**src/rtl/ocg_pkg.sv**
```systemverilog
// Package: shared encodings, widths and cycle conversion for the overcurrent guard.
// Assumes: integer microsecond durations; clock frequency given in Hz.
package ocg_pkg;

    localparam int unsigned WORD_W  = 16;
    localparam int unsigned SEL_LSB = 11;
    localparam int unsigned SEL_W   = 2;

    typedef enum logic [1:0] {
        BL_LONG  = 2'b00,
        BL_RSV   = 2'b01,
        BL_MID   = 2'b10,
        BL_SHORT = 2'b11
    } blank_code_e;

    typedef struct packed {
        blank_code_e code;
        logic        lo_dis;
        logic        ol_dis;
    } ch_cfg_t;

    localparam longint LONG_US  = 155000;
    localparam longint MID_US   = 75000;
    localparam longint SHORT_US = 150;

    // Converts a duration in microseconds to clock cycles, never below one.
    function automatic longint cyc(longint hz, longint us);
        longint c;
        c = (hz * us) / 64'd1000000;
        return (c < 1) ? 64'd1 : c;
    endfunction

endpackage

```
**src/rtl/ocg_cfg_regs.sv**
```systemverilog
// Module: per-channel configuration store and reserved-code detector.
// Does:   decodes one write word, updates only the selected channel, maps the
//         reserved blanking code onto the longest interval and flags it.
// Assumes: wr_en is a single-cycle strobe synchronous to clk.
module ocg_cfg_regs
    import ocg_pkg::*;
#(
    parameter int unsigned N_CH = 4
) (
    input  logic                  clk,
    input  logic                  rst_n,
    input  logic                  wr_en,
    input  logic [WORD_W-1:0]     wr_data,
    output ch_cfg_t [N_CH-1:0]    cfg,
    output logic                  cfg_err
);

    logic [SEL_W-1:0] sel;
    blank_code_e      wr_code;
    logic             rsv_hit;
    logic             unused_bits;

    // Field extraction from the write word.
    always_comb begin
        sel         = wr_data[SEL_LSB +: SEL_W];
        wr_code     = blank_code_e'(wr_data[1:0]);
        rsv_hit     = wr_en && (wr_code == BL_RSV);
        unused_bits = ^{wr_data[WORD_W-1:SEL_LSB+SEL_W], wr_data[SEL_LSB-1:4]};
    end

    generate
        for (genvar g = 0; g < N_CH; g++) begin : g_ch
            // Holds this channel's settings; rewritten only when selected.
            always_ff @(posedge clk) begin
                if (!rst_n) begin
                    cfg[g] <= '{code: BL_LONG, lo_dis: 1'b0, ol_dis: 1'b0};
                end else if (wr_en && (sel == SEL_W'(g))) begin
                    cfg[g].code   <= (wr_code == BL_RSV) ? BL_LONG : wr_code;
                    cfg[g].lo_dis <= wr_data[2];
                    cfg[g].ol_dis <= wr_data[3];
                end
            end
        end
    endgenerate

    // Sticky record that the reserved code was written since reset.
    always_ff @(posedge clk) begin
        if (!rst_n)       cfg_err <= 1'b0;
        else if (rsv_hit) cfg_err <= 1'b1;
    end

endmodule

```
**src/rtl/ocg_blank_timer.sv**
```systemverilog
// Module: low-threshold blanking counter for one channel.
// Does:   counts consecutive cycles of the low flag and raises expire on the
//         edge where the count reaches the interval picked by the code.
// Assumes: lo is already synchronous; the caller latches expire.
module ocg_blank_timer
    import ocg_pkg::*;
#(
    parameter longint CLK_HZ = 125000000
) (
    input  logic        clk,
    input  logic        rst_n,
    input  logic        lo,
    input  logic        lo_dis,
    input  blank_code_e code,
    input  logic        clr,
    input  logic        hold,
    output logic        expire
);

    localparam longint LONG_C  = cyc(CLK_HZ, LONG_US);
    localparam longint MID_C   = cyc(CLK_HZ, MID_US);
    localparam longint SHORT_C = cyc(CLK_HZ, SHORT_US);
    localparam int     CW      = $clog2(LONG_C + 1);

    logic [CW-1:0] cnt;
    logic [CW-1:0] last;
    logic          active;

    // Last count value before the interval expires, per code.
    always_comb begin
        unique case (code)
            BL_SHORT: last = CW'(SHORT_C - 1);
            BL_MID:   last = CW'(MID_C - 1);
            default:  last = CW'(LONG_C - 1);
        endcase
        active = lo && !lo_dis && !hold;
        expire = active && (cnt >= last);
    end

    // Consecutive-cycle counter; restarts when the flag drops or on clear.
    always_ff @(posedge clk) begin
        if (!rst_n || clr || !active || expire) cnt <= '0;
        else                                    cnt <= cnt + 1'b1;
    end

endmodule

```
**src/rtl/ocg_fast_trip.sv**
```systemverilog
// Module: high-threshold deglitch for one channel.
// Does:   raises trip once hi has been seen on HI_FILT consecutive edges.
// Assumes: HI_FILT clock periods are far below 20 us at the chosen clock.
module ocg_fast_trip #(
    parameter int unsigned HI_FILT = 2
) (
    input  logic clk,
    input  logic rst_n,
    input  logic hi,
    input  logic clr,
    output logic trip
);

    localparam int HW = $clog2(HI_FILT + 1);

    logic [HW-1:0] cnt;

    // Trip decision from the current count and flag.
    always_comb trip = hi && (cnt >= HW'(HI_FILT - 1));

    // Saturating run-length counter of the high flag.
    always_ff @(posedge clk) begin
        if (!rst_n || clr || !hi) cnt <= '0;
        else if (!trip)           cnt <= cnt + 1'b1;
    end

endmodule

```
**src/rtl/ocg_top.sv**
```systemverilog
// Module: overcurrent blanking and latch-off timer for N_CH channels.
// Does:   combines the per-channel blanking timer and fast trip into a latched
//         shutdown, and exposes the open-load enable and config error.
// Assumes: comparator flags are synchronous to clk; clear has priority.
module ocg_top
    import ocg_pkg::*;
#(
    parameter int unsigned N_CH    = 4,
    parameter longint      CLK_HZ  = 125000000,
    parameter int unsigned HI_FILT = 2
) (
    input  logic              clk,
    input  logic              rst_n,
    input  logic [N_CH-1:0]   lo,
    input  logic [N_CH-1:0]   hi,
    input  logic              wr_en,
    input  logic [WORD_W-1:0] wr_data,
    input  logic [N_CH-1:0]   clr,
    output logic [N_CH-1:0]   ch_off,
    output logic [N_CH-1:0]   trip_hi,
    output logic [N_CH-1:0]   ol_en,
    output logic              cfg_err
);

    ch_cfg_t [N_CH-1:0] cfg;

    ocg_cfg_regs #(.N_CH(N_CH)) u_cfg (
        .clk     (clk),
        .rst_n   (rst_n),
        .wr_en   (wr_en),
        .wr_data (wr_data),
        .cfg     (cfg),
        .cfg_err (cfg_err)
    );

    generate
        for (genvar g = 0; g < N_CH; g++) begin : g_ch
            logic lo_exp;
            logic hi_trip;

            ocg_blank_timer #(.CLK_HZ(CLK_HZ)) u_blank (
                .clk    (clk),
                .rst_n  (rst_n),
                .lo     (lo[g]),
                .lo_dis (cfg[g].lo_dis),
                .code   (cfg[g].code),
                .clr    (clr[g]),
                .hold   (ch_off[g]),
                .expire (lo_exp)
            );

            ocg_fast_trip #(.HI_FILT(HI_FILT)) u_fast (
                .clk   (clk),
                .rst_n (rst_n),
                .hi    (hi[g]),
                .clr   (clr[g]),
                .trip  (hi_trip)
            );

            // Shutdown latch: set by either path, cleared by strobe or reset.
            always_ff @(posedge clk) begin
                if (!rst_n || clr[g]) begin
                    ch_off[g]  <= 1'b0;
                    trip_hi[g] <= 1'b0;
                end else begin
                    if (lo_exp || hi_trip) ch_off[g]  <= 1'b1;
                    if (hi_trip)           trip_hi[g] <= 1'b1;
                end
            end

            // Open-load enable follows the stored disable bit.
            always_comb ol_en[g] = !cfg[g].ol_dis;
        end
    endgenerate

endmodule

```
**config.mk**
```make
export PLATFORM = sky130hd
export DESIGN_NAME = ocg_top
export DESIGN_NICKNAME = d
export VERILOG_FILES = /design/src/rtl/ocg_pkg.sv /design/src/rtl/ocg_cfg_regs.sv /design/src/rtl/ocg_blank_timer.sv /design/src/rtl/ocg_fast_trip.sv /design/src/rtl/ocg_top.sv
export SDC_FILE = /design/constraint.sdc
export NUM_CORES = 1
export LEC_CHECK = 0
export BUFFER_PORTS_ARGS = -buffer_cell sky130_fd_sc_hd__buf_2
export CAP_MARGIN = 20
export CORE_ASPECT_RATIO = 1.25
export CORE_MARGIN = 2
export CORE_UTILIZATION = 40
export DETAILED_ROUTE_END_ITERATION = 12
export PLACE_DENSITY_LB_ADDON = 0.3
export SLEW_MARGIN = 20
export SYNTH_ARGS = -nofsm -noshare
export SYNTH_HDL_FRONTEND = slang
export SYNTH_HIERARCHICAL = 1
export SYNTH_SLANG_ARGS = --single-unit
```
**constraint.sdc**
```tcl
create_clock -name clk -period 4.7 [get_ports clk]
set_input_delay 0.235 -clock clk [delete_from_list [all_inputs] [get_ports clk]]
set_output_delay 0.235 -clock clk [all_outputs]
set_load 0.01 [all_outputs]
```
======== Yosys cells after proc, flatten, opt, wreduce, memory -nomap -nowiden ========
Index checks and enable logic that the tools add are counted.
W data, S select, Z words.
word-level totals
  logic and storage cells ................. 125
  memory bits (read-only) ................. 0
  input bits .............................. 31
  flip-flop bits (word level) ............. 133
  memory bits (writable) .................. 0
  bits in latches ......................... 0
  output and inout bits ................... 13
  memories kept ........................... 0
cells by class
  multipliers ............................. 0
  shift-type cells ........................ 0
  muxes and demuxes ....................... 5
  add/subtract/negate cells ............... 8
  order comparisons ....................... 8
  equal/unequal tests ..................... 12
  div/mod/pow operators ................... 0
  reductions and logical operators ........ 63
  bitwise logic cells ..................... 0
operators with widths
  kind                     number
  $pmux W25 S2             4
  $add A25 B1 Y25 const B  4
  $ge A25 B25 Y1           4
  $logic_and A1 B1 Y1      21
  $logic_not A1 Y1         21
  $eq A2 B2 Y1 const B     10
  $logic_or A1 B1 Y1       20
  $add A2 B1 Y2 const B    4
  $ge A2 B1 Y1 const B     4
  $eq A2 B1 Y1 const B     2
  $logic_not A2 Y1         1
  $mux W2                  1

======== Logic depth before layout (Yosys ltp) ========
  depth after elaboration ................. 6
  depth in mapped cells ................... 9
  gate-level depth less buffers ........... 9

======== Cells and area by module ========
The synthesis kept the hierarchy.
modules (own cells, without submodules)
  module                                  cells an instance  area each (µm²)  sequential area each (µm²)  times used
  ocg_blank_timer at g_ch[0].u_blank ...  169                1,664.1          500.5                       3
  ocg_blank_timer at g_ch[3].u_blank      179                1,650.3          500.5                       1
  ocg_cfg_regs                            61                 641.9            340.3                       1
  ocg_fast_trip                           11                 102.6            40.0                        4
  ocg_top                                 32                 265.3            160.2                       1

======== Worst setup path before layout ========
OpenSTA, ideal clock, no wires.
  path type ............................... register to register
  start ................................... register u_cfg/cfg[3] (netlist name)
  end ..................................... register g_ch[0].u_blank.cnt[12]
  stages on the path, launching flop included .. 10
  arrival ................................. 2,022 ps
  path slack .............................. 2,605 ps
  period minus slack after synthesis ...... 2,095 ps
  buffers on the path ..................... 1
  cells stage by stage .................... dfxtp_1 nand2_1 inv_1 ha_1 a21o_1 a211o_1 a221oi_4 nand3_4 buf_6 nor3_2
between the ends
  cells in the longest elaborated chain, start to end .. 5
ends and longest elaborated chain
  what                     line                   RTL
  $eq A2 B2 Y1             ocg_blank_timer.sv:31  unique case (code)
  $pmux W25 S2 (*)         ocg_blank_timer.sv:31
  $ge A25 B25 Y1 (*)       ocg_blank_timer.sv:37  expire = active && (cnt >= last);
  $logic_and A1 B1 Y1 (*)  ocg_blank_timer.sv:37
  $logic_or A1 B1 Y1 (*)   ocg_blank_timer.sv:42  if (!rst_n || clr || !active || expire) cnt <= '0;
  end signal, assigned     ocg_blank_timer.sv:43  else cnt <= cnt + 1'b1;
  end, declared            ocg_blank_timer.sv:25  logic [CW-1:0] cnt;
Mark *: on every way between the ends. The rest lies on a longest branch, timed or not.
A chain may end at the register's enable or synchronous reset.

======== Worst setup path in the final report ========
  start ................................... register u_cfg/cfg[11] (netlist name)
  end ..................................... register g_ch[2].u_blank.cnt[0]
between the ends
  cells in the longest elaborated chain, start to end .. 5
ends and longest elaborated chain
  what                     line
  $eq A2 B2 Y1             ocg_blank_timer.sv:31
  $pmux W25 S2 (*)         ocg_blank_timer.sv:31
  $ge A25 B25 Y1 (*)       ocg_blank_timer.sv:37
  $logic_and A1 B1 Y1 (*)  ocg_blank_timer.sv:37
  $logic_or A1 B1 Y1 (*)   ocg_blank_timer.sv:42
  end signal, assigned     ocg_blank_timer.sv:43
  end, declared            ocg_blank_timer.sv:25
Marks and branches as above.

==> impl_metrics.ini <==
[floorplanning]
die_h_um = 161.7
io_pins = 44
die_w_um = 130.2
start_util_pct = 40.88
core_area_sq_um = 19470
die_area_sq_um = 21050
fp-row-count = 57

[sta]
hold_violations = 0
fin_worst_skew_ps = 10.48
finalSetupViolCount = 0
whs_ps = 86.77
fmax_ghz = 0.3546
period_share_pct = 60.01
max_slew.worst_pin.slew_ps = 707.2
finalMaxSlewViolations = 0
slew_headroom_pct = 52.68
setup-tns-final_ps = 0
finalCriticalPeriod_ps = 2820
rsz0062_at_grt = false

[cts]
cts-root-buf = clkbuf_16
cts_made_buffers = 17
clk_latency_ps = 420
clkTransAtPathRegs_ps = 60
cts_buffer_depth = 2
cts_hold_buf = 0
postCtsSetupBuffers = 0
clock_sinks = 133
cts_tree = done
cts-resized-gates = 0
h-tree-depth = 4

[critical_path]
path_cells = nand2_1, inv_1, ha_1, a21o_1, a211o_1, a221oi_4, nand3_4, nor4_1
endpoint_kind = flop
critPathArrivalTime_ps = 3150
reg2regPathDepth = 8
cpMaxStageDelayCell = dfxtp_1
cp_top_family = simple AND/OR/NAND/NOR gates
critPathLaunchType = flop
cp.required_ps = 5030
worst-path-buf-inv = 1
r2r_slack_ps = 1880
r2r-start = u_cfg/cfg[11]
slowest_delay_ps = 540
cp_max_fo = 25
r2r_end = g_ch[2].u_blank/cnt[0]
worstSetupPathType = flop to flop
crit_start = u_cfg/cfg[11]

[routing]
antenna_left = 0
drc = 0
dr_total_vias = 5823
wl_per_cell_um = 13.60
wl_mm = 15.30
via_per_inst = 5.176
first_pass_iters = 4
initialDrtViolationCount = 259

[grt]
overflow = 0
grt_pass1_vias = 5848
antenna_found_initial = 0
track_usage_pct = 15.80
grt_pass1_wl_mm = 27.20
grt_max_degree = 34

[placed_design]
dp_cells = 1093
gp_congestion = 0.7460
portBuffers = 33
hpwlAfterDp_mm = 10.63

[outcome]
status = completed

[layout]
n_fill_cell = 1879
nets = 954
final_cells = 1125
multi_input_area_sq_um = 4997
fin_util_pct = 45.89
final_common_cell = dfxtp_1
mostFrequentLayoutCells = 133 x dfxtp_1, 76 x ha_1, 71 x xor2_1, 64 x nor3_2, 52 x nand2_1
seqCellArea_sq_um = 2663
syn2layout_area_growth_pct = 12.24
layout-drive-gt1-share_pct = 20.81
num_antenna_cells = 0

[worst_hold_path]
min_path_type = input port to flop
hold_start = clr[2]
hold_end = g_ch[2].u_blank/cnt[0]
hold_depth = 3

[synth]
yosysTopAreaCell = dfxtp_1
synthTopCellsByArea = dfxtp_1 33%, ha_1 12%, nor3_2 8.0%
avgSynthCellArea_sq_um = 9.672
synthDistinctLibCells = 54
async_reset_ff_share_pct = 0
ys_ff_latch = 133
synth_warnings = 6
syn_area_sq_um = 7960
synth_edf_count = 0
ys_seq_area_share_pct = 33.45
synthFlopType = dfxtp_1
synth_cells = 823
synth_top_area_share_pct = 33.45
syn_nets = 930

[power]
p_leak_uw = 0.003482
p_per_area_nw_per_um2 = 305.8
peakVddDrop_mv = 0.2320

[job]
cap_violations = 0
==> worst max path at each step <==
stage / end / slack (ps) / depth (start not counted)
2_1_floorplan: g_ch[0].u_blank/cnt[12] / 2600 / 9
3_5_place_dp: g_ch[1].u_blank/cnt[0] / 1840 / 8
5_1_grt: g_ch[0].u_blank/cnt[0] / 1610 / 8
6_report: g_ch[2].u_blank/cnt[0] / 1880 / 8
3_3_place_gp: g_ch[2].u_blank/cnt[0] / 1890 / 8
4_1_cts: g_ch[1].u_blank/cnt[0] / 1820 / 8
==> cell usage after synthesis (4+ instances only) <==
cell      instances
a211oi_1          4
nor3_2           64
a211oi_2          4
nor4_1            4
xor2_1           71
and4_1            9
mux2i_1          20
inv_1            30
dfxtp_1         133
nor2_1           50
nand2b_1         15
clkbuf_1          7
xnor2_1          25
o21ai_0          10
nand4_1          34
nand2_1          52
a21oi_1          18
nor3_1           25
nor2_2            9
nand4b_1          4
nand3_4           4
buf_6             9
buf_2            12
ha_1             76
nand3b_1          6
and2b_2           4
nand3_1          48
o21a_1            4
and3_1           17
and2_1            5
==> flip-flops by register name, summed over array words and instances, names as in the netlist <==
register,count
u_cfg/cfg,16
trip_hi,4
g_ch.u_fast/cnt,8
u_cfg/cfg_err,1
ch_off,4
g_ch.u_blank/cnt,100
==> logic make-up (layout without fill, tap and decap cells) <==
group                      count (synthesis)  count (layout)  share of synthesized area [%]
AOI/OAI and AO/OA                         63              63                          6.586
xor gates and xnor gates                  96              96                          10.56
adders and majority gates                 76              76                          11.95
buffers and inverters                     58              95                          3.773
DFF                                      133             133                          33.45
muxes                                     20              20                          2.515
and+or+nand+nor                          377             377                          31.17
==> metal layers <==
| metal | GRT usage [%] | vias up | share of wire [%] |
|---|---|---|---|
| met2 | 27.37 | 68 | 50 |
| met4 | 5.914 | 0 | 1.5 |
| met3 | 2.997 | 14 | 2.5 |
| met5 | 0 | - | 0 |
| li1 | - | 2985 | - |
| met1 | 19.30 | 2756 | 46 |
==> worst min-delay path, cell delays in order <==
cell,delay (ps)
buf_2,90
nand2b_1,100
nor4_1,40
==> metrics by stage <==
stage               power [uW]  setup WS (ps)  cell area, sq um
floorplan                 1237           2605              7960
global placement          1265           1888              8269
detailed placement        1266           1838              8269
CTS                       2770           1816              8935
global route              2837           1613              8935
finish                    2732           1880              8935
==> where the power goes <==
part	internal, uW	switching [uW]
clock network	983	509
logic	35.3	55.3
registers	1140	12.1
==> cell type report <==
type	instances	share of cell area, %
clock inverters	12	2.227
clock buffers	20	5.223
multi-input cells	632	55.93
inverters	30	1.260
repair buffers	33	1.848
well taps	265	3.711
flip-flops and latches	133	29.80
No activity file was read; power rests on OpenSTA's default activity.
